**src/rtl/progsel_pkg.sv**
```systemverilog
package progsel_pkg;
  typedef struct packed {
    logic extAcc;
    logic romAcc;
    logic deny;
    logic portHit;
  } selStrobe_t;
endpackage

```
**src/rtl/progsel_ctrl.sv**
```systemverilog
module progsel_ctrl
  import progsel_pkg::*;
#(
  parameter int ADDR_W = 12,
  parameter int PORT_N = 8
) (
  input  logic              clk,
  input  logic              rstN,
  input  logic              modePin,
  input  logic              cfgWrEn,
  input  logic              cfgWrMode,
  input  logic              reqValid,
  input  logic              reqIsFetch,
  input  logic [ADDR_W-1:0] reqAddr,
  input  logic              protectEn,
  output selStrobe_t        strobe,
  output logic              modeOnChip
);
  localparam int DEPTH = 1 << ADDR_W;
  localparam logic [ADDR_W-1:0] PORT_BASE = ADDR_W'(DEPTH - PORT_N);

  logic modeQ;

  // The strap is followed for as long as reset is held; the write port
  // counts only once reset has been released.
  always_ff @(posedge clk) begin
    if (!rstN)        modeQ <= modePin;
    else if (cfgWrEn) modeQ <= cfgWrMode;
  end

  assign modeOnChip = modeQ;

  always_comb begin
    strobe.extAcc  = reqValid && !modeQ;
    strobe.romAcc  = reqValid && modeQ;
    strobe.deny    = reqValid && modeQ && !reqIsFetch && protectEn;
    strobe.portHit = reqValid && !modeQ && (reqAddr >= PORT_BASE);
  end
endmodule

```
**src/rtl/progsel_dp.sv**
```systemverilog
module progsel_dp
  import progsel_pkg::*;
#(
  parameter int ADDR_W = 12,
  parameter int DATA_W = 16,
  parameter int PORT_N = 8,
  parameter logic [DATA_W-1:0] ROM_SEED = 16'h3C5A
) (
  input  logic              clk,
  input  logic              rstN,
  input  selStrobe_t        strobe,
  input  logic              reqValid,
  input  logic [ADDR_W-1:0] reqAddr,
  input  logic [DATA_W-1:0] extRdData,
  output logic [ADDR_W-1:0] extAddr,
  output logic              extRdN,
  output logic [PORT_N-1:0] portSel,
  output logic              rspValid,
  output logic [DATA_W-1:0] rspData,
  output logic              violation
);
  localparam int PSEL_W = (PORT_N > 1) ? $clog2(PORT_N) : 1;

  // Constant on-chip store: each word is computed from its own address,
  // so the store needs no initialisation file.
  function automatic logic [DATA_W-1:0] romWord(input logic [ADDR_W-1:0] a);
    logic [DATA_W-1:0] w;
    w = DATA_W'(a);
    w = w ^ (w << ADDR_W) ^ ROM_SEED;
    return w;
  endfunction

  assign extAddr = strobe.extAcc ? reqAddr : '0;
  assign extRdN  = !strobe.extAcc;

  for (genvar p = 0; p < PORT_N; p++) begin : g_port
    assign portSel[p] = strobe.portHit && (reqAddr[PSEL_W-1:0] == PSEL_W'(p));
  end

  logic [DATA_W-1:0] nextData;

  // Response source: a denied read returns zero, otherwise the on-chip
  // word or the external word, depending on where the access went.
  always_comb begin
    if (!reqValid || strobe.deny) nextData = '0;
    else if (strobe.romAcc)       nextData = romWord(reqAddr);
    else                          nextData = extRdData;
  end

  always_ff @(posedge clk) begin
    if (!rstN) begin
      rspValid  <= 1'b0;
      rspData   <= '0;
      violation <= 1'b0;
    end else begin
      rspValid  <= reqValid;
      rspData   <= nextData;
      violation <= strobe.deny;
    end
  end
endmodule

```
**src/rtl/progspace_sel.sv**
```systemverilog
module progspace_sel
  import progsel_pkg::*;
#(
  parameter int ADDR_W = 12,
  parameter int DATA_W = 16,
  parameter int PORT_N = 8
) (
  input  logic              clk,
  input  logic              rstN,
  input  logic              modePin,
  input  logic              cfgWrEn,
  input  logic              cfgWrMode,
  input  logic              reqValid,
  input  logic              reqIsFetch,
  input  logic [ADDR_W-1:0] reqAddr,
  input  logic              protectEn,
  input  logic [DATA_W-1:0] extRdData,
  output logic [ADDR_W-1:0] extAddr,
  output logic              extRdN,
  output logic [PORT_N-1:0] portSel,
  output logic              modeOnChip,
  output logic              rspValid,
  output logic [DATA_W-1:0] rspData,
  output logic              violation
);
  selStrobe_t strobe;

  progsel_ctrl #(.ADDR_W(ADDR_W), .PORT_N(PORT_N)) u_ctrl (
    .clk(clk), .rstN(rstN), .modePin(modePin), .cfgWrEn(cfgWrEn),
    .cfgWrMode(cfgWrMode), .reqValid(reqValid), .reqIsFetch(reqIsFetch),
    .reqAddr(reqAddr), .protectEn(protectEn), .strobe(strobe),
    .modeOnChip(modeOnChip)
  );

  progsel_dp #(.ADDR_W(ADDR_W), .DATA_W(DATA_W), .PORT_N(PORT_N)) u_dp (
    .clk(clk), .rstN(rstN), .strobe(strobe), .reqValid(reqValid),
    .reqAddr(reqAddr), .extRdData(extRdData), .extAddr(extAddr),
    .extRdN(extRdN), .portSel(portSel), .rspValid(rspValid),
    .rspData(rspData), .violation(violation)
  );
endmodule

```
**config.mk**
```make
export PLATFORM = sky130hd
export DESIGN_NAME = progspace_sel
export DESIGN_NICKNAME = d
export VERILOG_FILES = /design/src/rtl/progsel_pkg.sv /design/src/rtl/progsel_ctrl.sv /design/src/rtl/progsel_dp.sv /design/src/rtl/progspace_sel.sv
export SDC_FILE = /design/constraint.sdc
export NUM_CORES = 1
export LEC_CHECK = 0
export CAP_MARGIN = 20
export CORE_ASPECT_RATIO = 1.2
export CORE_MARGIN = 4
export CORE_UTILIZATION = 45
export CTS_BUF_LIST = sky130_fd_sc_hd__clkbuf_16
export DETAILED_ROUTE_END_ITERATION = 7
export DONT_BUFFER_PORTS = 1
export GPL_TIMING_DRIVEN = 0
export SYNTH_ARGS = -nofsm -noshare
export SYNTH_HDL_FRONTEND = slang
export SYNTH_HIERARCHICAL = 1
export SYNTH_SLANG_ARGS = --single-unit
```
**constraint.sdc**
```tcl
create_clock -name clk -period 3 [get_ports clk]
set_clock_uncertainty 0.15 [all_clocks]
set_input_delay 0.45 -clock clk [delete_from_list [all_inputs] [get_ports clk]]
set_output_delay 0.45 -clock clk [all_outputs]
set_load 0.005 [all_outputs]
```
# --- Word level (Yosys, flattened, before mapping) ---
# Index checks and enable logic that the tools add are counted.
# Widths: inputs -> output; s select.
word_totals:
  elab_cells: 40
  ff_bits: 19
  out_inout_bits: 40
  in_bits: 36
op_classes:
  bitwise: 3
  reduce_logical: 20
  muxes: 4
  magnitude_cmp: 1
  n_eq_ne: 8
op_table:
  columns: ["operator", "count"]
  rows:
  - ["$mux 16", 1]
  - ["$xor 12x16->16", 1]
  - ["$logic_and 1x1->1", 13]
  - ["$eq 3x3->1 const B", 4]
  - ["$ge 12x12->1 const B", 1]
  - ["$mux 12", 1]
  - ["$not 8->8", 1]
  - ["$eq 3x2->1 const B", 2]
  - ["$logic_not 1->1", 4]
  - ["$eq 3x1->1 const B", 1]
  - ["$logic_not 3->1", 1]
  - ["$mux 1", 2]
  - ["$ne 2x1->1 const B", 1]
  - ["$reduce_or 2->1", 1]
  - ["$logic_or 1x1->1", 1]
  - ["$not 1->1", 1]

# --- Longest topological paths before layout ---
# Gate-level depths: netlist of the first run.
depth:
  depth_word: 5
  depth_mapped: 5
  ltp_nobuf: 4

# --- Hierarchy ---
# The synthesis of the first run kept the hierarchy.
modules_own_cells:
  columns: ["module", "seq_area_each_um2", "n_inst", "area_per_inst_um2", "cells_per_inst"]
  rows:
  - ["progsel_dp", 360.3, 1, 803.3, 91]
  - ["progsel_ctrl", 30.0, 1, 103.8, 10]

# --- Worst setup path after synthesis of the first run ---
# No wires, ideal clock.
synth_path:
  kind: "register to output"
  startpoint: "register u_ctrl.modeQ (netlist: u_ctrl/modeOnChip)"
  endpoint: "output port portSel[0]"
  stages_incl_launch_ff: 5
  t_required_ns: 2.400
  t_arrival_ns: 1.070
  setup_slack_ns: 1.330
  n_path_buf: 0
  path_cell_list: "edfxtp_1 > nand4b_1 > nor3_2 > nand2b_1 > nor3_1"
synth_rtl:
  columns: ["item", "line_no", "source"]
  rows:
  - ["start: declaration", "progsel_ctrl.sv:22", "logic modeQ;"]
  - ["start signal: assignment", "progsel_ctrl.sv:27", "if (!rstN) modeQ <= modePin;"]
  - ["start signal: assignment", "progsel_ctrl.sv:28", "else if (cfgWrEn) modeQ <= cfgWrMode;"]
  - ["end: declaration", "progspace_sel.sv:20", "output logic [PORT_N-1:0] portSel,"]

==> results of run 1 <==
path summary, 6_finish.rpt:
| path | end | startpoint |
|---|---|---|
| worst max-delay path | portSel[1] | u_ctrl/modeOnChip |
| worst min-delay path | u_dp/rspValid | reqValid |
| worst max register to register | u_dp/rspData[12] | u_ctrl/modeOnChip |
| worst min register to register | u_dp/rspData[3] | u_ctrl/modeOnChip |
where the power goes:
group          switching [W]  total [W]  internal (W)
registers         0.00000741   0.000276      0.000269
logic              0.0000310  0.0000635     0.0000325
clock network      0.0000852   0.000262      0.000177
total               0.000124   0.000602      0.000478
routing by layer:
layer	vias to the layer above	global-route usage, %	part of all wire (%)
met5	-	0	0
met4	0	5.769	0.90
met3	2	7.833	13
met2	47	25.37	48
met1	305	15.32	37
li1	336	-	-
stage by stage:
| stage | setup slack [ns] | hold WS (ns) | total power (W) |
|---|---|---|---|
| after global placement | 1.187 | 0.4243 | 0.0003458 |
| final | 0.9152 | 0.1748 | 0.0006017 |
| after floorplan | 1.330 | 0.4217 | 0.0003344 |
| after CTS | 0.9067 | 0.1749 | 0.0006085 |
| after detailed placement | 1.177 | 0.4269 | 0.0003465 |
| after global routing | 0.8040 | 0.1661 | 0.0006326 |
Yosys cell counts, drive strengths merged:
cell type | n | area [µm²]
nand2 | 3 | 11.26
nand4 | 1 | 6.260
and3b | 1 | 8.760
nand3 | 1 | 5.000
buf | 3 | 23.77
nand2b | 19 | 118.9
nand3b | 1 | 20.02
dfxtp | 18 | 360.4
mux2i | 6 | 60.06
edfxtp | 1 | 30.03
nand4b | 1 | 8.760
nor3 | 3 | 20.02
inv | 1 | 3.750
or2b | 2 | 15.01
clkbuf | 1 | 3.750
and2b | 1 | 8.760
and2 | 15 | 96.34
mux2 | 1 | 11.26
a21oi | 10 | 50.05
nor2 | 12 | 45.04
worst max-delay path: stages, from the launching register on:
cell	delay, ns
edfxtp_1	0.44
nand4b_1	0.23
nor3_2	0.20
nand2_1	0.14
nor3_1	0.23
state kept, by name (all words and copies together) (netlist names):
signal and flops:
u_dp/rspValid 1, u_dp/rspData 16, u_dp/violation 1, u_ctrl/modeOnChip 1
area by class of cell:
class | count | share of cell area [%]
sequential | 19 | 38.66
inverter | 1 | 0.3717
clock inverter | 1 | 0.3717
tap | 19 | 2.354
multi-input combinational | 77 | 48.08
buffer | 4 | 2.726
clock buffer | 3 | 7.435
cell families after synthesis:
family / share of synthesized area, %
AOI/OAI and AO/OA: 5.517
and+or+nand+nor: 40.14
buffers and inverters: 3.447
DFF: 43.04
muxes: 7.862
==> impl_metrics.ini, run 1 <==
[floorplan]
dieWidth_um = 48.99
row_count = 17
floorplan.initialDensity_pct = 48.46
die-area_um2 = 2801
num_io_pins = 76
core_um2 = 1872
fp.dieH_um = 57.18

[cts]
ctsResizeCount = 0
cts_hold_buf = 0
path_clk_slew_ns = 0.05
cts_num_sinks = 19
post_cts_buffers = 0
cts_tree = done
cts_root_buffer = clkbuf_16
numCtsBuffers = 3
htree_levels = 1
ctsLongestPathBuffers = 2
clock_latency_ns = 0.24

[timing]
relSlewSlack_pct = 78.32
timing.final.crit_share_pct = 69.49
max_freq_ghz = 0.4797
slew_violations = 0
setup_tns_ns = 0
hold_viol_final = 0
rsz0062_at_grt = no
tightest_slew_ns = 0.3252
setup_viol = 0
fin_crit_ns = 2.085

[grt]
grt_pass1_vias = 701
grt_pass1_wl_um = 3256
grt_max_degree = 11
antenna_found_initial = 0
grt_use_total_pct = 14.89
gr-total-overflow = 0

[setup_path]
startpoint_type = flip-flop
r2r_slack_ns = 1.44
cp.required_ns = 2.40
critical_path_arrival_ns = 1.48
worstSetupEndpointType = output port
critical_path_class = reg2out
r2r_cells = 5
worstPathMaxFanout = 4

[synthesis]
synth_cell_type_count = 24
yosysWarnings = 6
synth_nets = 137
synth_cells = 101
syn_avg_cell_area_um2 = 8.981
synth-seq-cells = 19
syn_area_um2 = 907.1
ys_seq_area_share_pct = 43.03

[route]
drt-total-wl_um = 2122
antenna_left = 0
vias_per_cell = 5.565
drc = 0
vias = 690
wire_per_inst_um = 17.11
drtIter0Drc = 9
drtPass1Iterations = 4

[power_and_ir_drop]
power_leakage_nw = 0.4049
pwr_density_cell_nw_per_um2 = 596.0
ir_worst_vdd_mv = 0.3037

[hold_path]
min_path_type = in2reg
min_delay_path_depth = 1

[layout]
nFillCells = 191
stdcell_area_um2 = 1010
layout_commonest_cell = nand2b_1
most-common-layout-cells = nand2b_1 (19), dfxtp_1 (18), and2_1 (14), nor2_1 (12), a21oi_1 (10)
fin_cells = 124
area_growth_pct = 11.31
fin_nets = 142
antenna_cells = 0
multi_input_area_um2 = 485.5
finish.utilization_pct = 53.94
drive_gt1_share_pct = 10.48
regArea_um2 = 390.4

[placement]
portBuffers = 0
place_congestion = 0.6636
dp_hpwl_um = 1753
place_inst = 120
placed_area_um2 = 930.9

[run]
cap_violations = 0

[run_status]
status = finished clean
Note: power is estimated with default switching activity, not from simulation.
==> inputs of run 2 (changes only) <==
--- a/config.mk
+++ b/config.mk
@@ -5,6 +5,7 @@
 export SDC_FILE = /design/constraint.sdc
 export NUM_CORES = 1
 export LEC_CHECK = 0
+export ABC_AREA = 1
 export CAP_MARGIN = 20
 export CORE_ASPECT_RATIO = 1.2
 export CORE_MARGIN = 4
==> constraint.sdc (replaced) <==
create_clock -name clk -period 1.9 [get_ports clk]
set_clock_uncertainty 0.15 [all_clocks]
set_input_delay 0.285 -clock clk [delete_from_list [all_inputs] [get_ports clk]]
set_output_delay 0.285 -clock clk [all_outputs]
set_load 0.005 [all_outputs]
==> run 2 against run 1 <==
Worst setup slack lost 0.75 ns. Design area grew 13%. Hold slack got worse by 0.11 ns. Area after synthesis grew 11%. Register-to-register slack worse by 0.99 ns. Core utilization rose by 0.30 points. Via count up 27%. Critical endpoint is now portSel[4]. Die area rose by 9.2%. Sequential share of layout area is 4.3 points lower. Clock-buffer cell count is the same.
==> impl_metrics.ini, run 2 <==
[setup_path]
regToRegStartpoint = u_ctrl/modeOnChip
critical_path_class = reg2out
rr_endpoint = u_dp/rspData[7]
critical_path_arrival_ns = 1.30
r2r_slack_ns = 0.45
worstSetupEndpointType = output port
path_buf_inv = 1
critPathSlowestCell = edfxtp_1
cp.required_ns = 1.46
cpPeakStageDelay_ns = 0.43
cpLargestDelayFamily = simple AND/OR/NAND/NOR gates
startpoint_type = flip-flop
r2r_cells = 8
cp_cell_sequence = inv_1 -> nand2_2 -> nor2_2 -> nand2_1 -> nor2_2 -> nand2_1 -> nor2_1
cp.depth = 7
worstPathMaxFanout = 4

[layout]
drive_gt1_share_pct = 8.475
fin_nets = 214
area_growth_pct = 12.94
layout_commonest_cell = nand2_1
most-common-layout-cells = nand2_1 (84), inv_1 (43), dfxtp_1 (18), nor2_1 (12), clkbuf_16 (3)
largest_register = u_dp/rspData
largest_reg_flops = 16
antenna_cells = 0

[timing]
setup_viol = 0
relSlewSlack_pct = 80.93
max_freq_ghz = 0.5753
setup_tns_ns = 0
hold_ws_ns = 0.06080
slew_violations = 0
hold_viol_final = 0
timing.final.crit_share_pct = 91.49
rsz0062_at_grt = yes
tightest_slew_ns = 0.2851
fin_crit_ns = 1.738

[synthesis]
synth_nets = 208
synth_ff_type = dfxtp_1
synth-seq-cells = 19
yosysWarnings = 6
syn_area_um2 = 1006
async_reset_ff_share_pct = 0
synth_top_area_share_pct = 35.82
yosysMostFrequentCell = nand2_1
netlist_top_cells_area = dfxtp_1 (36%), nand2_1 (31%), inv_1 (16%)
ys_seq_area_share_pct = 38.81
synth_top_area_cell = dfxtp_1
synth-edff-count = 1
synth_cells = 172
syn_avg_cell_area_um2 = 5.849
synth_cell_type_count = 14
synth_common_cells = nand2_1 (84), inv_1 (43), dfxtp_1 (18)

[floorplan]
core_um2 = 2095
floorplan.initialDensity_pct = 48.03
num_io_pins = 76
dieWidth_um = 51.16
fp.dieH_um = 59.80
row_count = 18
die-area_um2 = 3059

[route]
vias = 879
drc = 0
drtIter0Drc = 12
antenna_left = 0
vias_per_cell = 4.246
wl_met1_um = 884
dr_wl_met2_um = 1065
wire_per_inst_um = 10.74
drt-total-wl_um = 2224
top_layer_used = met4
wl_met3_um = 259
drtPass1Iterations = 4

[grt]
grt_max_degree = 12
grt_use_total_pct = 15.35
gr-total-overflow = 0
grt_pass1_wl_um = 3567
antenna_found_initial = 0
grt_pass1_vias = 854

[placement]
portBuffers = 0
dp_hpwl_um = 1860
place_congestion = 0.7843

[hold_path]
min_delay_path_depth = 1
min_from = rstN
holdPathEnd = u_ctrl/modeOnChip
min_path_type = in2reg

[cts]
path_clk_slew_ns = 0.05
numCtsBuffers = 3
cts_num_sinks = 19
cts_root_buffer = clkbuf_16
ctsLongestPathBuffers = 2
htree_levels = 1
cts_tree = done
clock_latency_ns = 0.24

[run]
cap_violations = 0

[run_status]
status = finished clean

[power_and_ir_drop]
ir_worst_vdd_mv = 0.4276
pwr_density_cell_nw_per_um2 = 861.6
power_leakage_nw = 0.7771
[run 2: cell count changes after synthesis, moves of 6 or more]
cell / change
mux2i_1: -6
inv_1: +42
nand2_1: +81
a21oi_1: -10
and2_1: -14
nand2b_1: -19
[run 2: cell families (layout without fill, tap and decap cells)]
logic type | after synthesis | after routing | share of synthesized area, %
AND/OR/NAND/NOR | 102 | 102 | 39.92
flip-flops | 19 | 19 | 38.81
buffers and inverters | 49 | 54 | 20.27
AO/OA/AOI/OAI | 2 | 2 | 0.9951
[run 2: per-stage QoR]
step / setup WS, ns / power, W / util (%) / area, µm² / std cells
floorplan: 0.5087 / 0.0005444 / - / 1006 / 172
global placement: 0.4138 / 0.0005644 / 49.82 / 1044 / 202
detailed placement: 0.4028 / 0.0005663 / 49.82 / 1044 / 202
CTS: 0.1324 / 0.0009963 / 54.12 / 1134 / 207
global route: -0.01758 / 0.001032 / 54.24 / 1136 / 207
finish: 0.1617 / 0.0009788 / 54.24 / 1136 / 207
[run 2: cell type report]
class / instances / area (µm²)
fillers: 226 / 958.4
inverters: 45 / 168.9
multi-input cells: 104 / 411.6
clock inverters: 1 / 5.005
flip-flops and latches: 19 / 390.4
plain buffers: 4 / 37.54
repair buffers: 1 / 10.01
well taps: 30 / 37.54
clock buffers: 3 / 75.07
[run 2: power by group]
| group | total [W] | internal, W | leakage [nW] | switching, W |
|---|---|---|---|---|
| Combinational | 0.000123 | 0.0000455 | 0.578 | 0.0000772 |
| Clock | 0.000421 | 0.000281 | 0.0409 | 0.000139 |
| Sequential | 0.000436 | 0.000425 | 0.158 | 0.0000109 |
[run 2: routing by layer]
| layer | GRT usage [%] | vias up |
|---|---|---|
| li1 | - | 482 |
| met1 | 17.20 | 351 |
| met2 | 26.70 | 44 |
| met3 | 5.985 | 2 |
| met4 | 4.615 | 0 |
| met5 | 0 | - |
[run 2: worst register-to-register path: stages, from the launching register on]
cell and delay (ns):
edfxtp_1 0.39, nand2_1 0.08, inv_2 0.09, nand2_1 0.06
nor2_1 0.23, nor2_4 0.10, buf_6 0.15, nand2_1 0.06
inv_1 0.03
[run 2: worst max-delay path by stage]
stage	startpoint	to	slack [ns]
finish	u_ctrl/modeOnChip	portSel[4]	0.16
global route	u_ctrl/modeOnChip	portSel[3]	-0.02
CTS	u_ctrl/modeOnChip	portSel[5]	0.13
detailed placement	u_ctrl/modeOnChip	portSel[5]	0.40
global placement	u_ctrl/modeOnChip	portSel[5]	0.41
floorplan	u_ctrl/modeOnChip	portSel[4]	0.51
[run 2: what timing repair did]
item,CTS,global route
endpoints found under the setup margin,0,4
endpoints found under the hold margin,1,0
buffers inserted,0,0
gates resized for setup,0,1
hold buffers,1,0
==> inputs of run 3 (changes only) <==
--- a/config.mk
+++ b/config.mk
@@ -5,7 +5,7 @@
 export SDC_FILE = /design/constraint.sdc
 export NUM_CORES = 1
 export LEC_CHECK = 0
-export ABC_AREA = 1
+export ABC_AREA = 0
 export CAP_MARGIN = 20
 export CORE_ASPECT_RATIO = 1.2
 export CORE_MARGIN = 4
==> run 3 against run 2 <==
Routed wire length is 4.8% lower. Highest routed layer unchanged. Fmax fell by 7.1%. Combinational power shrank 20%. Global-route usage decreased by 0.56 points. Critical path depth is 3 lower. Clock power down 2%. Sequential power about the same. Register-to-register slack lost 0.11 ns. Core utilization up 0.64 points. Die area shrank 8.4%. Hold slack worse by 0.051 ns. Critical path type unchanged.
==> impl_metrics.ini, run 3 (same netlist as run 1, synthesis figures left out) <==
[layout]
most-common-layout-cells = nand2b_1 (19), dfxtp_1 (18), and2_1 (14), nor2_1 (11), a21oi_1 (10)
layout_commonest_cell = nand2b_1
finish.utilization_pct = 54.88
largest_reg_flops = 16
area_growth_pct = 13.24
antenna_cells = 0
drive_gt1_share_pct = 14.42
stdcell_area_um2 = 1027
largest_register = u_dp/rspData
fin_nets = 141

[timing]
setup_viol = 0
fin_crit_ns = 1.870
setup_ws_ns = 0.02956
tightest_slew_ns = 0.1948
max_freq_ghz = 0.5346
rsz0062_at_grt = yes
slew_violations = 0
relSlewSlack_pct = 86.95
hold_ws_ns = 0.009798
hold_viol_final = 0
timing.final.crit_share_pct = 98.44

[placement]
place_congestion = 0.6636
portBuffers = 0
placed_area_um2 = 930.9
pre_cts_slack_ns = 0.2425
dp_hpwl_um = 1753

[route]
drc = 0
vias_per_cell = 5.585
antenna_left = 0
drtIter0Drc = 6
vias = 687
drt-total-wl_um = 2118
wire_per_inst_um = 17.22
drtPass1Iterations = 2

[setup_path]
cp.required_ns = 1.46
critical_path_class = reg2out
r2r_slack_ns = 0.34
rr_endpoint = u_dp/rspData[12]
worstPathMaxFanout = 4
critical_path_arrival_ns = 1.44
r2r_cells = 5
worstSetupEndpointType = output port
regToRegStartpoint = u_ctrl/modeOnChip
startpoint_type = flip-flop

[floorplan]
floorplan.initialDensity_pct = 48.46
die-area_um2 = 2801
row_count = 17
fp.dieH_um = 57.18
dieWidth_um = 48.99
num_io_pins = 76
core_um2 = 1872

[hold_path]
holdPathEnd = u_dp/rspValid
min_from = reqValid
min_path_type = in2reg
min_delay_path_depth = 1

[cts]
cts_hold_buf = 0
post_cts_buffers = 0
htree_levels = 1
cts_root_buffer = clkbuf_16
cts_tree = done
clock_latency_ns = 0.24
ctsLongestPathBuffers = 2
cts_num_sinks = 19
path_clk_slew_ns = 0.05
numCtsBuffers = 3

[run]
cap_violations = 0

[run_status]
status = finished clean

[grt]
grt_use_total_pct = 14.79
gr-total-overflow = 0
grt_pass1_wl_um = 3249
grt_pass1_vias = 708
grt_max_degree = 14
antenna_found_initial = 0

[power_and_ir_drop]
fin_total_pwr_w = 0.0009491
ir_worst_vdd_mv = 0.4800
power_leakage_nw = 0.4099
pwr_density_cell_nw_per_um2 = 923.9
-- run 3: how the worst max path moves through the flow --
| stage | from | to | slack [ns] | cells past startpoint |
|---|---|---|---|---|
| global route | u_ctrl/modeOnChip | portSel[6] | -0.08 | 4 |
| floorplan | u_ctrl/modeOnChip | portSel[0] | 0.39 | 4 |
| finish | u_ctrl/modeOnChip | portSel[6] | 0.03 | 4 |
| global placement | u_ctrl/modeOnChip | portSel[1] | 0.25 | 4 |
| CTS | u_ctrl/modeOnChip | portSel[7] | 0.02 | 4 |
| detailed placement | u_ctrl/modeOnChip | extAddr[10] | 0.24 | 3 |
-- run 3: layer usage --
layer  track usage, %  wire length, µm
met5                0                0
met1            15.32              779
met2            24.63             1035
met3            8.355              284
met4            5.769               19
-- run 3: area by class of cell --
| class | count | area (µm²) |
|---|---|---|
| clock buffer | 3 | 75.07 |
| tap | 19 | 23.77 |
| sequential | 19 | 390.4 |
| clock inverter | 1 | 3.754 |
| inverter | 1 | 3.754 |
| multi-input combinational | 77 | 506.7 |
| fill | 189 | 844.6 |
| buffer | 3 | 23.77 |
-- run 3: what timing repair did --
item	4_1_cts	5_1_grt
setup endpoints to repair	11	8
cloned	0	0
gates resized for setup	2	3
pin swaps	0	2
-- run 3: metrics by stage --
stage,TNS (ns),std cells
after CTS,0,123
after global routing,-0.3180,123
after global placement,0,120
after detailed placement,0,120
final,0,123
after floorplan,0,101
-- run 3: power breakdown --
group          total [W]  switching (W)  leakage, nW  internal (W)
clock           0.000414       0.000135       0.0423      0.000279
sequential      0.000436      0.0000117        0.158      0.000425
combinational  0.0000990      0.0000482        0.210     0.0000508
-- run 3: worst max-delay path, cell delays in order, from the launching register on --
cell and delay (ns):
edfxtp_1 0.44, nand4b_1 0.23, nor3_2 0.18, nand2b_1 0.16, nor2_1 0.18
